## config.mk

```make
export PLATFORM = sky130hd
export DESIGN_NAME = acc_neg_unit
export DESIGN_NICKNAME = d
export VERILOG_FILES = /design/src/rtl/acc_neg_pkg.sv /design/src/rtl/acc_sat_negate.sv /design/src/rtl/acc_bank.sv /design/src/rtl/acc_flag_reg.sv /design/src/rtl/acc_neg_unit.sv
export SDC_FILE = /design/constraint.sdc
export NUM_CORES = 1
export LEC_CHECK = 0
export ABC_AREA = 1
export ABC_CLOCK_PERIOD_IN_PS = 4000
export BUFFER_PORTS_ARGS = -buffer_cell sky130_fd_sc_hd__buf_2
export CORE_AREA = 2 2 110 112
export DETAILED_ROUTE_END_ITERATION = 8
export DIE_AREA = 0 0 112 114
export PLACE_DENSITY_LB_ADDON = 0.05
export SYNTH_ARGS = -nofsm -noshare
export SYNTH_HDL_FRONTEND = slang
export SYNTH_SLANG_ARGS = --single-unit
```

## constraint.sdc

```tcl
create_clock -name clk -period 4 [get_ports clk]
set_clock_uncertainty 0.1 [all_clocks]
set_input_delay 0.6 -clock clk [delete_from_list [all_inputs] [get_ports clk]]
set_output_delay 0.6 -clock clk [all_outputs]
set_load 0.005 [all_outputs]
```

## src/rtl/acc_neg_pkg.sv

```systemverilog
// Shared definitions for the accumulator negation unit.
// Assumes exactly two accumulators; the flag layout below is the port layout.
package acc_neg_pkg;

    localparam int NUM_ACC = 2;

    // Status flags, packed so that bit 0 is zero and bit 7 is sticky overflow of acc 1.
    typedef struct packed {
        logic [NUM_ACC-1:0] sticky;
        logic [NUM_ACC-1:0] ovf;
        logic [NUM_ACC-1:0] carry;
        logic               neg;
        logic               zero;
    } neg_flags_t;

endpackage

```

## src/rtl/acc_sat_negate.sv

```systemverilog
// Combinational saturating negation of a signed WIDTH-bit value.
// Assumes WIDTH >= 2; the single saturating input is the most negative value.
module acc_sat_negate #(
    parameter int WIDTH = 40
) (
    input  logic [WIDTH-1:0] src_i,
    output logic [WIDTH-1:0] res_o,
    output logic             sat_o,
    output logic             src_zero_o
);

    localparam logic [WIDTH-1:0] MOST_NEG = {1'b1, {(WIDTH-1){1'b0}}};
    localparam logic [WIDTH-1:0] MOST_POS = ~MOST_NEG;

    // Negate, clamping the lone out-of-range case to the largest positive value.
    always_comb begin
        sat_o      = (src_i == MOST_NEG);
        src_zero_o = (src_i == '0);
        res_o      = sat_o ? MOST_POS : (~src_i + WIDTH'(1));
    end

endmodule

```

## src/rtl/acc_bank.sv

```systemverilog
// Two accumulator registers with a direct load port and an operation write port.
// Assumes the caller never raises wr_en while ld_en is high; load is still given priority.
module acc_bank #(
    parameter int WIDTH = 40
) (
    input  logic                  clk,
    input  logic                  rst_n,
    input  logic                  ld_en,
    input  logic                  ld_sel,
    input  logic [WIDTH-1:0]      ld_val,
    input  logic                  wr_en,
    input  logic                  wr_sel,
    input  logic [WIDTH-1:0]      wr_val,
    output logic [1:0][WIDTH-1:0] acc_q
);

    for (genvar i = 0; i < acc_neg_pkg::NUM_ACC; i++) begin : g_acc
        // Hold, load or take the operation result for accumulator i.
        always_ff @(posedge clk) begin
            if (!rst_n) begin
                acc_q[i] <= '0;
            end else if (ld_en && (ld_sel == 1'(i))) begin
                acc_q[i] <= ld_val;
            end else if (wr_en && (wr_sel == 1'(i))) begin
                acc_q[i] <= wr_val;
            end
        end
    end

endmodule

```

## src/rtl/acc_flag_reg.sv

```systemverilog
// Status flag register for the negation operation.
// Assumes res_i is the value written to the destination in the same cycle as upd_en.
module acc_flag_reg
    import acc_neg_pkg::*;
#(
    parameter int WIDTH = 40,
    parameter int LOW_W = 32
) (
    input  logic                clk,
    input  logic                rst_n,
    input  logic                upd_en,
    input  logic                dst_sel,
    input  logic [WIDTH-1:0]    res_i,
    input  logic                src_zero_i,
    input  logic                sat_i,
    input  logic [NUM_ACC-1:0]  sticky_clr,
    output neg_flags_t          flags_q
);

    localparam int EXT_W = WIDTH - LOW_W;

    neg_flags_t flags_d;
    logic       res_zero;

    // Zero means both the low word and the extension byte are clear.
    always_comb begin
        res_zero = (res_i[LOW_W-1:0] == '0) && (res_i[WIDTH-1:LOW_W] == EXT_W'(0));
    end

    // Next flags: apply sticky clears first so that a same-cycle set wins.
    always_comb begin
        flags_d        = flags_q;
        flags_d.sticky = flags_q.sticky & ~sticky_clr;
        if (upd_en) begin
            flags_d.zero           = res_zero;
            flags_d.neg            = res_i[WIDTH-1];
            flags_d.carry[dst_sel] = src_zero_i;
            flags_d.ovf[dst_sel]   = sat_i;
            if (sat_i) begin
                flags_d.sticky[dst_sel] = 1'b1;
            end
        end
    end

    // Register the flags.
    always_ff @(posedge clk) begin
        if (!rst_n) begin
            flags_q <= '0;
        end else begin
            flags_q <= flags_d;
        end
    end

endmodule

```

## src/rtl/acc_neg_unit.sv

```systemverilog
// Top of the accumulator negation unit: source mux, saturating negator,
// accumulator bank and flag register. Assumes a single clock and synchronous reset.
module acc_neg_unit
    import acc_neg_pkg::*;
#(
    parameter int ACC_W = 40,
    parameter int LOW_W = 32
) (
    input  logic             clk,
    input  logic             rst_n,
    input  logic             op_go,
    input  logic             src_sel,
    input  logic             dst_sel,
    input  logic             ld_en,
    input  logic             ld_sel,
    input  logic [ACC_W-1:0] ld_val,
    input  logic [1:0]       sticky_clr,
    output logic [ACC_W-1:0] acc0_q,
    output logic [ACC_W-1:0] acc1_q,
    output logic [7:0]       flag_q
);

    logic [1:0][ACC_W-1:0] acc_q;
    logic [ACC_W-1:0]      src_val;
    logic [ACC_W-1:0]      neg_val;
    logic                  neg_sat;
    logic                  src_zero;
    logic                  op_fire;
    neg_flags_t            flags;

    // Operation fires only when no load claims the cycle.
    always_comb begin
        op_fire = op_go && !ld_en;
        src_val = acc_q[src_sel];
    end

    acc_sat_negate #(.WIDTH(ACC_W)) u_neg (
        .src_i      (src_val),
        .res_o      (neg_val),
        .sat_o      (neg_sat),
        .src_zero_o (src_zero)
    );

    acc_bank #(.WIDTH(ACC_W)) u_bank (
        .clk    (clk),
        .rst_n  (rst_n),
        .ld_en  (ld_en),
        .ld_sel (ld_sel),
        .ld_val (ld_val),
        .wr_en  (op_fire),
        .wr_sel (dst_sel),
        .wr_val (neg_val),
        .acc_q  (acc_q)
    );

    acc_flag_reg #(.WIDTH(ACC_W), .LOW_W(LOW_W)) u_flags (
        .clk        (clk),
        .rst_n      (rst_n),
        .upd_en     (op_fire),
        .dst_sel    (dst_sel),
        .res_i      (neg_val),
        .src_zero_i (src_zero),
        .sat_i      (neg_sat),
        .sticky_clr (sticky_clr),
        .flags_q    (flags)
    );

    // Drive the flat output ports.
    always_comb begin
        acc0_q = acc_q[0];
        acc1_q = acc_q[1];
        flag_q = flags;
    end

endmodule

```

# ---- Word-level counts from Yosys, hierarchy flattened
# Index checks and enable logic that the tools add are counted.
dict set report op_classes {
  addsub 1
  order_cmp 3
  eq_ne 1
  muxes 13
  n_bitwise 6
  reduce_logical 13
}
# op n
set op_table {}
lappend op_table {{40-bit 2-to-1 mux} 7}
lappend op_table {{40-bit by 1-bit adder with 40-bit output (second input constant)} 1}
lappend op_table {{40-bit == test (second input constant)} 1}
lappend op_table {{40-bit logical NOT} 1}
lappend op_table {{40-bit NOT} 1}
lappend op_table {{32-bit logical NOT} 1}
lappend op_table {{8-bit logical NOT} 1}
lappend op_table {{8-bit 2-to-1 mux} 1}
lappend op_table {{1-bit logical AND} 7}
lappend op_table {{2-bit bitwise mux} 2}
lappend op_table {{1-bit by 2-bit < comparator with 1-bit output (second input constant)} 2}
lappend op_table {{2-bit nonzero test} 2}
lappend op_table {{2-bit AND} 1}
lappend op_table {{2-bit 2-to-1 mux} 1}
lappend op_table {{1-bit NOT} 2}
lappend op_table {{2-bit NOT} 1}
lappend op_table {{2-bit bitwise OR} 1}
lappend op_table {{1-bit demux with 1-bit select} 1}
lappend op_table {{1-bit greater-or-equal comparator (second input constant)} 1}
lappend op_table {{1-bit logical NOT} 1}
lappend op_table {{1-bit 2-to-1 mux} 1}
dict set report word_totals {
  regBits 88
  inputBits 49
  out_inout_bits 88
  wordCells 44
}

# ---- Longest topological paths before layout
# Gate-level depths: netlist of the first run.
dict set report logic_depth {
  depth_word 8
  mapped_depth 19
  mapped_depth_nobuf 18
}

# ---- Hierarchy
# Synthesis of the first run repeated with hierarchy kept, for this count alone.
dict set report hier_totals {
  hier_cells 1122
  area_unflattened_um2 6528.8
}
# module n_inst cells_per_inst area_each_um2 seq_area_each_um2
set by_module_without_submodules {}
lappend by_module_without_submodules {acc_bank 1 620 4017.6 1601.5}
lappend by_module_without_submodules {acc_sat_negate 1 296 1453.9 0.0}
lappend by_module_without_submodules {acc_neg_unit 1 132 611.8 0.0}
lappend by_module_without_submodules {acc_flag_reg 1 74 445.4 160.2}

# ---- Worst setup path before layout of the first run
# No wires, ideal clock.
dict set report synth_path {
  kind {in2reg}
  from {input port src_sel}
  to {register u_flags.flags_q[0] (netlist name)}
  setup_ps 131
  arrival_time_ps 2413
  t_required_ps 3769
  path_slack_ps 1357
  stages 18
  path_buffers 2
  path_cell_list {buf_6 > buf_4 > nand2_1 > o21ai_2 > ha_1 > nand3_1 > nor2_1 > nand3_1 > nor2_2 > nand3_1 > nor2_1 > nor2_1 > nand2_1 > nor2_1 > nand2_1 > nor2_1 > nand2_1 > a21oi_2}
}
dict set report synth_via {
  elab_chain_len 7
  word_cells_on_any_way 9
  classes_between {add/sub: 1; eq/ne: 1; mux: 3; bitwise: 1; reduce/logical: 3}
}
# item line_no
set synth_lines {}
lappend synth_lines {{start: declaration} acc_neg_unit.sv:12} ;# input logic src_sel,
lappend synth_lines {{40-bit 2-to-1 mux (not written as such) * (2 in a row)} acc_neg_unit.sv:34} ;# src_val = acc_q[src_sel];
lappend synth_lines {{40-bit NOT} acc_sat_negate.sv:19} ;# res_o = sat_o ? MOST_POS : (~src_i + WIDTH'(1));
lappend synth_lines {{40-bit by 1-bit adder with 40-bit output} acc_sat_negate.sv:19}
lappend synth_lines {{40-bit 2-to-1 mux *} acc_sat_negate.sv:19}
lappend synth_lines {{32-bit logical NOT / 8-bit logical NOT (equally long branches)} acc_flag_reg.sv:27} ;# res_zero = (res_i[LOW_W-1:0] == '0) && (res_i[WIDTH-1:LOW_W] == EXT_W'(0));
lappend synth_lines {{1-bit logical AND *} acc_flag_reg.sv:27}
lappend synth_lines {{end signal: assignment} acc_flag_reg.sv:50} ;# flags_q <= flags_d;
lappend synth_lines {{end: declaration} acc_flag_reg.sv:17} ;# output neg_flags_t flags_q
# Every way passes the cells marked *; elsewhere a longest branch is shown, timed or not. The select of a mux whose other input is x is not followed.
# A chain may end at the register's enable or synchronous reset.

# ---- Worst setup path after layout of the first run
# Same ends and word-level chain as after synthesis.

==> metrics.txt, run 1 <==
crit path max-delay cell type=nor2_1; R2R cell count=15; Antenna Nets Post-Route=0; worst-path cell chain=buf_2, inv_2, nand2_1, nand2_2, ha_1, nand3_1, nor2_1, nand3_1, nor2_2, nand3_1, nor2_1, nor2_1, nand2_1, nor2_1, nand2_1, nor2_1, nand2_1, a21oi_2; Clock Pin Slew Worst Setup and Hold Paths=0.07 ns; CP dominant cell by count=nor2_1; syn_nets=1181; initial detailed-routing violation count=about 640; grt ovf=0; WHS=approximately 0.36 ns; worst skew pair latency=0.36 ns; design area=7170 um^2; # IOs=around 140; actual slew at the worst max-slew pin=roughly 0.77 ns; asr flop ratio synth=0; Worst Hold Launch=u_flags.flags_q[7]; first-pass GRT wire length=32.4 mm; clock share of power=0.329; DRT Wirelength=between 15 and 20 mm; DIE AREA=12800 um^2; clk sinks=88; total vias in the final route=about 7400; Max stage delay on crit path=0.36 ns; syn_area_per_cell=5.47 um^2; area grow syn2layout=16.0%; Worst Path Max Fanout=21; Hold-fix buffers, CTS=0; crit path kind=primary input to flop; arrival time at the worst endpoint=3.35 ns; Logic pwr share=0.266; worst r2r src=u_bank.acc_q[0]; Yosys reg bits=88; Slew HR=0.485; post-synthesis cell count=1131; Slew Limit Fails=0; reg-to-reg endpoint=u_flags.flags_q[0]; Post-synth EDFFs=0; max-cap viol count=0; final-report hold violation count=0; CTS Buffer Depth=2; chip width=112 um; number of H-tree levels=3; placed inst area=between 6000 and 7000 um^2; Psw=860 uW; Leak=between 0.003 and 0.004 uW; setup TNS=0 ns; antenna violations before repair=0; critical path startpoint=src_sel; Cell Int Power=1590 uW; worst path required time=4.13 ns; placed insts=1379; Max Fclk=just over 300 MHz; drt first pass iters=6; # rows=40; post-synthesis instance area=6180 um^2; Cell Count, Final, Fillers Out=1394; layout cells sized above 1=0.148; post_cts resized=0; post-CTS setup buffers=0; Switching Share=0.351; diode count=0; Hold WC Path Type=flop to flop; Vias/cell=5.28; Max IR drop VDD=373 uV; synth cell count leaders=nand2_1 (582), nor2_1 (105), inv_1 (101); Top delay family on crit path=simple AND/OR/NAND/NOR gates; Synth area leaders=nand2_1 (35%), dfxtp_1 (28%), a31oi_1 (8.1%); Tcrit/Tclk final=0.804; largest area contributor in the netlist=nand2_1; minimum clock period=3.22 ns; root buffer cell=clkbuf_16; top-area cell type share of the netlist area=0.353; number of port buffers=136; outcome=finished, final reports clean; post-synthesis sequential area ratio=0.285; Layout Utilization=0.612; WL/cell=14.3 um; Die Y-Extent=114 um; top_reg_cell synth=dfxtp_1; total track usage=0.312; count leader, synth=nand2_1; Reg power frac=0.404; Crit. End Element=flop; CTS tree=yes; hold depth=2; # setup viols final=0; TritonCTS Buffers=9; power per cell area=341 nW/um^2; R2R setup slack=1.06 ns; DRC viols=0; Hold EP=u_flags.flags_q[7]; dpl hpwl=about 15 mm; YS warnings=0; Yosys cell types=27; Buf/Inv on CP=2; Startpoint Class=primary input; largest net degree at the start of global routing=45; Final #Nets=1293; vias in the first global route=around 6600; GPL Wtd Cong=a little over 1; Starting Density=0.528; Core Footprint=roughly 12000 um^2; RSZ-0062 raised after global routing=no
state kept, by name (all words and copies together) (netlist names), named ones only:
name	cells
u_flags.flags_q	4
u_bank.acc_q	80
cell type report:
| type | count | area, um^2 |
|---|---|---|
| clock buffers | 10 | 239 |
| well taps | 147 | 184 |
| inverters | 105 | 394 |
| flip-flops and latches | 88 | 1760 |
| clock inverters | 5 | 33.8 |
| multi-input cells | 889 | 3770 |
| repair buffers | 150 | 786 |
| fillers | 1257 | 4540 |
cell usage in the layout, fill, tap and decap left out, types with 4 or more instances in the layout:
| cell type | synthesis | routed |
|---|---|---|
| nand3_1 | 62 | 62 |
| o21ai_0 | 14 | 14 |
| nor2_2 | 5 | 7 |
| xor2_1 | 5 | 5 |
| inv_1 | 101 | 101 |
| a21oi_1 | 9 | 9 |
| dfxtp_1 | 88 | 88 |
| nand2_1 | 582 | 582 |
| o21ai_1 | 7 | 7 |
| clkbuf_16 | 0 | 9 |
| buf_2 | 4 | 136 |
| nand2_2 | 4 | 4 |
| nand3b_1 | 4 | 4 |
| nor2_1 | 105 | 103 |
| a31oi_1 | 80 | 80 |
| buf_4 | 5 | 14 |
how the worst max path moves through the flow:
| stage | cells after the start | end | slack (ns) |
|---|---|---|---|
| after global routing | 18 | u_flags.flags_q[0] | 0.53 |
| after detailed placement | 18 | u_flags.flags_q[0] | 0.49 |
| final | 18 | u_flags.flags_q[0] | 0.78 |
| after global placement | 18 | u_flags.flags_q[0] | 0.54 |
| after CTS | 18 | u_flags.flags_q[0] | 0.82 |
| after floorplan | 18 | u_flags.flags_q[0] | 1.36 |
tightest hold or removal path, stage by stage, from the launching register on:
cell and delay (ns):
dfxtp_1 0.31, nand2_1 0.06, a21oi_1 0.05
cell families after synthesis:
logic type / count (synthesis) / synth area share
buffers and inverters: 154 / 0.106
flip-flops: 88 / 0.285
XOR/XNOR: 5 / 0.00708
AO/OA/AOI/OAI: 112 / 0.108
AND/OR/NAND/NOR: 771 / 0.492
adder cells (fa/ha/maj): 1 / 0.00202
stage by stage:
step / worst slack [ns] / total power (uW)
floorplan: 1.36 / 1440
global placement: 0.541 / 1650
detailed placement: 0.495 / 1650
CTS: 0.815 / 2440
global route: 0.528 / 2580
finish: 0.784 / 2450
power by group through the flow:
stage / Sequential [uW] / Clock [uW] / Combinational, uW
floorplan: 1000 / 0 / 431
global placement: 1010 / 0 / 639
detailed placement: 1010 / 0 / 642
CTS: 990 / 808 / 645
global route: 998 / 849 / 736
finish: 990 / 806 / 652
metal layers:
layer / GRT usage / vias up / wire length (um)
li1: - / 3759 / -
met3: 0.0595 / 41 / 1410
met4: 0.0927 / 0 / 402
met1: 0.415 / 3277 / 9000
met5: 0 / - / 0
met2: 0.518 / 285 / 9070
Power figures use the tool's default switching activity.
==> inputs of run 2 (changes only) <==
Settings changed: ABC_AREA 1 to 0, ABC_CLOCK_PERIOD_IN_PS 4000 to 3100, CORE_AREA 2 2 110 112 to 2 2 107 109, DIE_AREA 0 0 112 114 to 0 0 109 111.
Clock period 4 ns to 3.1 ns, I/O delays scaled along.
==> metrics.txt, run 2 <==
Reg power frac=0.346 (-0.058); total vias in the final route=7037 (-4.4%); antenna violations before repair=0 (unchanged); top-area cell type share of the netlist area=0.301 (-0.0521); synth cell count leaders=nand2_1 (109), dfxtp_1 (88), a22oi_1 (84); Startpoint Class=flop; YS warnings=0 (unchanged); worst path required time=3.27 ns (-0.86 ns); fill count=843 (-33%); final-report hold violation count=0 (unchanged); crit path max-delay cell type=or4b_4; chip width=109 um (-2.7%); WL/cell=19.8 um (+38%); Core Footprint=11100 um^2 (-5.4%); actual slew at the worst max-slew pin=0.781 ns (+0.0140 ns); top_reg_cell synth=dfxtp_1; final setup margin=-0.433 ns (-1.22 ns); most frequent cells in the layout=buf_4 (168), buf_2 (135), nand2_1 (109); Psw=1180 uW (+37%); largest area contributor in the netlist=dfxtp_1; clk sinks=88 (unchanged); top flop regs=u_bank.acc_q x80, u_flags.flags_q x4; layout cells sized above 1=0.365 (+0.217); arrival time at the worst endpoint=3.71 ns (+0.36 ns); Hold WC Path Type=primary input to flop; Tcrit/Tclk final=1.14; dpl hpwl=15.5 mm (+3.5%); Antenna Nets Post-Route=0 (unchanged); diode count=0 (unchanged); Cell Int Power=2520 uW (+58%); clock share of power=0.319 (-0.010); Slew Limit Fails=0 (unchanged); Die Y-Extent=111 um (-2.6%); worst-path cell chain=or4b_4, a222oi_1, buf_4, nand3_4, buf_4, nor4b_4, xnor2_2, or4b_1, or4b_4, o31ai_2; drt first pass iters=5 (-1); post-synthesis cell count=728 (-36%); Max stage delay on crit path=0.56 ns (+0.20 ns); area grow syn2layout=42.0%; Logic pwr share=0.335 (+0.069); Worst Hold Launch=sticky_clr[0]; syn_nets=778 (-34%); Clock Pin Slew Worst Setup and Hold Paths=0.07 ns (about the same); WHS=0.281 ns (-0.0784 ns); Worst Path Max Fanout=3 (-86%); DIE AREA=12100 um^2 (-5.2%); DRC viols=0 (unchanged); max-cap viol count=0 (unchanged); initial detailed-routing violation count=566 (-11%); Starting Density=0.528 (about the same); Yosys reg bits=88 (unchanged); Switching Share=0.319 (-0.0320); root buffer cell=clkbuf_16; Final #Nets=1042 (-19%); syn_area_per_cell=8.03 um^2 (+47%); Largest register FFs=80 (unchanged); Leak=0.00368 uW (+4.9%); # IOs=137 (unchanged); first-pass GRT wire length=35.1 mm (+8.2%); pre-CTS setup slack=-0.782 ns (-1.28 ns); CTS tree=yes; Slew HR=0.479 (-0.00618); Hold-fix buffers, CTS=0 (unchanged); Vias/cell=6.18 (+17%); Top delay family on crit path=simple AND/OR/NAND/NOR gates; outcome=complete, but fails checks; worst skew pair latency=0.35 ns (about the same); critical path startpoint=u_bank.acc_q[58]; RSZ-0062 raised after global routing=yes; Max IR drop VDD=359 uV (-3.7%); power per cell area=445 nW/um^2 (+30%); # rows=39 (-2.5%); crit path kind=flop to flop; failing checks=setup timing; GPL Wtd Cong=0.969 (-6.0%); total track usage=0.368 (+0.0562); minimum clock period=roughly 3.5 ns; DRT Wirelength=22.5 mm (+13%); CTS Buffer Depth=2 (unchanged); count leader, synth=nand2_1; grt ovf=0 (unchanged); Reg with most FFs=u_bank.acc_q; Post-synth EDFFs=0 (unchanged); vias in the first global route=6918 (+4.2%); number of H-tree levels=3 (unchanged); TritonCTS Buffers=9 (unchanged); post-synthesis sequential area ratio=0.301 (+0.0163); Yosys cell types=62 (+130%); Max Fclk=283 MHz; # setup viols final=1 (+1); largest net degree at the start of global routing=89 (+98%); Buf/Inv on CP=2 (unchanged); asr flop ratio synth=0 (unchanged); worst r2r src=u_bank.acc_q[58]; number of port buffers=136 (unchanged); commonest non-fill, non-tap cell in the layout=buf_4; Synth area leaders=dfxtp_1 (30%), a22oi_1 (11%), a21boi_0 (9.8%); post-synthesis instance area=5850 um^2 (-5.4%); Crit. End Element=flop
==> run 2: changes by cell type in the layout (fill, tap and decap cells not counted), moves of 39 or more <==
cell      previous run  this run
a22oi_1              0        83
a31oi_1             80         1
mux2i_1              0        39
nand2_1            582       109
inv_1              101         3
buf_4               14       168
nand3_1             62         4
a21boi_0             0        76
nor2_1             103        29
==> run 2: final timing paths <==
check | slack [ns] | endpoint | cells after the start
setup / recovery | -0.43 | u_flags.flags_q[0] | 10
setup reg to reg | -0.43 | u_flags.flags_q[0] | 10
hold / removal | 0.28 | u_flags.flags_q[6] | 3
hold reg to reg | 0.36 | flop | 2
==> run 2: worst reg2reg max path, cell delays in order, from the launching register on <==
cell,delay (ns)
dfxtp_2,0.33
or4b_4,0.56
a222oi_1,0.36
buf_4,0.20
nand3_4,0.09
buf_4,0.17
nor4b_4,0.33
xnor2_2,0.16
or4b_1,0.45
or4b_4,0.53
o31ai_2,0.18
==> run 2: cell families after synthesis <==
| family | count (synthesis) | share of synthesized area |
|---|---|---|
| compound gates | 234 | 0.289 |
| flops | 88 | 0.301 |
| mux | 46 | 0.0800 |
| fa+ha+maj | 1 | 0.00214 |
| buf+inv | 56 | 0.0376 |
| xor+xnor | 36 | 0.0539 |
| simple gates | 267 | 0.237 |
==> run 2: stage by stage <==
stage / total power (uW) / TNS (ns) / instances / utilization / cell area [um^2]
floorplan: 1900 / -19.74 / 728 / - / 5980
global placement: 2440 / -9.10 / 1120 / 0.707 / 7830
detailed placement: 2470 / -17.50 / 1120 / 0.707 / 7830
CTS: 3650 / -0.402 / 1137 / 0.741 / 8200
global route: 3840 / -1.83 / 1139 / 0.750 / 8310
finish: 3700 / -0.433 / 1139 / 0.750 / 8310
==> run 2: timing repair <==
item | CTS | global route
gates resized for setup | 10 | 17
buffers inserted | 2 | 2
gates cloned | 0 | 0
setup endpoints to repair | 5 | 65
endpoints found under the hold margin | 0 | 0
pin swaps | 9 | 4
==> run 2: area by class of cell <==
type	count	area, um^2	share of cell area
inverters	3	11.3	0.00136
repair buffers	306	1980	0.238
flip-flops and latches	88	1770	0.213
clock inverters	5	82.6	0.00994
clock buffers	10	229	0.0276
well taps	143	179	0.0215
multi-input cells	584	4060	0.489
==> run 2: power by group through the flow <==
stage               logic, uW  clock network, uW  registers, uW
floorplan                 582                  0           1320
global placement         1140                  0           1300
detailed placement       1170                  0           1300
CTS                      1200               1180           1270
global route             1330               1220           1280
finish                   1240               1180           1280
==> run 2: routing by layer <==
metal  up-vias  track usage  wire (um)
met1      3365        0.457       9030
met5         -            0          0
met3        64       0.0717       1760
met2       369        0.617      11000
met4         0        0.149        673
li1       3239            -          -
==> inputs of run 3 (changes only) <==
Settings changed: ABC_CLOCK_PERIOD_IN_PS 3100 to 3800, RECOVER_POWER set to 50.
Clock period 3.1 ns to 3.8 ns, I/O delays scaled along.
==> metrics.txt, run 3 (synthesis gave the netlist of run 2 again) <==
antenna violations before repair=0 (unchanged); RSZ-0062 raised after global routing=no; fill count=987 (+17%); Worst Path Max Fanout=10 (+7); Max IR drop VDD=265 uV (-26%); worst path required time=3.97 ns (+0.70 ns); post-CTS setup buffers=0 (-2); Reg with most FFs=u_bank.acc_q; total vias in the final route=6604 (-6.2%); DIE AREA=12100 um^2 (unchanged); most frequent cells in the layout=nand2_1 (109), buf_2 (106), dfxtp_1 (88); drt first pass iters=5 (unchanged); Vias/cell=6.27 (+1.4%); CTS Buffer Depth=2 (unchanged); initial detailed-routing violation count=597 (+5.5%); placed insts=1039 (-7.2%); Tcrit/Tclk final=0.958 (-0.182); Slew HR=0.436 (-0.0433); Clock Pin Slew Worst Setup and Hold Paths=0.07 ns (about the same); actual slew at the worst max-slew pin=0.845 ns (+0.0632 ns); grt ovf=0 (unchanged); dpl hpwl=14.5 mm (-6.8%); DRT Wirelength=20.5 mm (-8.9%); top flop regs=u_bank.acc_q x80, u_flags.flags_q x4; clk sinks=88 (unchanged); first-pass GRT wire length=32.5 mm (-7.3%); arrival time at the worst endpoint=3.81 ns (+0.10 ns); outcome=finished, final reports clean; # IOs=137 (unchanged); FF/Latch Area=1760 um^2 (-0.21%); DRC viols=0 (unchanged); Leak=0.00306 uW (-17%); Starting Density=0.528 (unchanged); Cell Count, Final, Fillers Out=1054 (-7.5%); total track usage=0.340 (-0.0281); Antenna Nets Post-Route=0 (unchanged); chip width=109 um (unchanged); diode count=0 (unchanged); crit path kind=flop to flop; post_cts resized=0 (-10); # rows=39 (unchanged); Final #Nets=957 (-8.2%); number of port buffers=136 (unchanged); Startpoint Class=flop; CTS tree=yes; setup TNS=0 ns (+0.433 ns); Hold WC Path Type=flop to flop; Max Fclk=275 MHz (-3.0%); layout cells sized above 1=0.247 (-0.118); GPL Wtd Cong=0.898 (-7.3%); TritonCTS Buffers=9 (unchanged); # setup viols final=0 (-1); max-cap viol count=0 (unchanged); number of H-tree levels=3 (unchanged); WHS=0.368 ns (+0.0870 ns); Crit. End Element=flop; area grow syn2layout=27.5%; power per cell area=377 nW/um^2 (-15%); Die Y-Extent=111 um (unchanged); vias in the first global route=6361 (-8.1%); largest net degree at the start of global routing=89 (unchanged); Slew Limit Fails=0 (unchanged); minimum clock period=3.64 ns (+0.108 ns); Hold-fix buffers, CTS=0 (unchanged); worst skew pair latency=0.36 ns (about the same); commonest non-fill, non-tap cell in the layout=nand2_1; Core Footprint=11100 um^2 (unchanged); Largest register FFs=80 (unchanged); root buffer cell=clkbuf_16; Multi-input gate area=3940 um^2 (-2.9%); WL/cell=19.4 um (-1.6%); final-report hold violation count=0 (unchanged)
run 3: layout make-up:
class / instances / share of cell area
timing repair buffer: 221 / 0.169
clock buffer: 13 / 0.0362
multi-input combinational: 584 / 0.528
sequential: 88 / 0.236
inverter: 3 / 0.00151
tap: 143 / 0.0240
clock inverter: 2 / 0.00503
run 3: where the power goes:
part	internal [uW]	leakage, uW	total, uW	switching, uW
Combinational	366	0.00219	796	430
Sequential	986	0.000723	1070	88.1
Clock	561	0.000148	945	384
run 3: through the flow:
step	area (um^2)	total power (uW)	setup slack (ns)	utilization
6_report	7460	2820	0.160	0.673
5_1_grt	7460	2940	0.0181	0.673
4_1_cts	7520	2810	0.184	0.679
3_5_place_dp	7210	1880	-0.131	0.651
3_3_place_gp	7210	1870	-0.0664	0.651
2_1_floorplan	5980	1550	-0.336	-
run 3: final timing paths:
| check | start | to | slack [ns] | depth (start not counted) |
|---|---|---|---|---|
| worst min-delay path | flop | flop | 0.37 | 2 |
| worst min register to register | flop | flop | 0.37 | 2 |
| worst max register to register | u_bank.acc_q[10] | u_flags.flags_q[0] | 0.16 | 10 |
| worst max-delay path | u_bank.acc_q[10] | u_flags.flags_q[0] | 0.16 | 10 |
run 3: critical path: stages (launching register included):
cell and delay [ns]:
dfxtp_1 0.36, or4_4 0.55, a222oi_1 0.36, buf_4 0.19
buf_4 0.16, nand4_1 0.14, xor2_1 0.25, nand4_1 0.21
or4b_1 0.49, or4b_1 0.54, o31ai_2 0.18
run 3: per-layer routing:
layer	track usage	up-vias	wire length, um
met3	0.0482	27	1410
met2	0.559	297	10100
met4	0.126	0	326
li1	-	3072	-
met1	0.447	3208	8610
met5	0	-	0
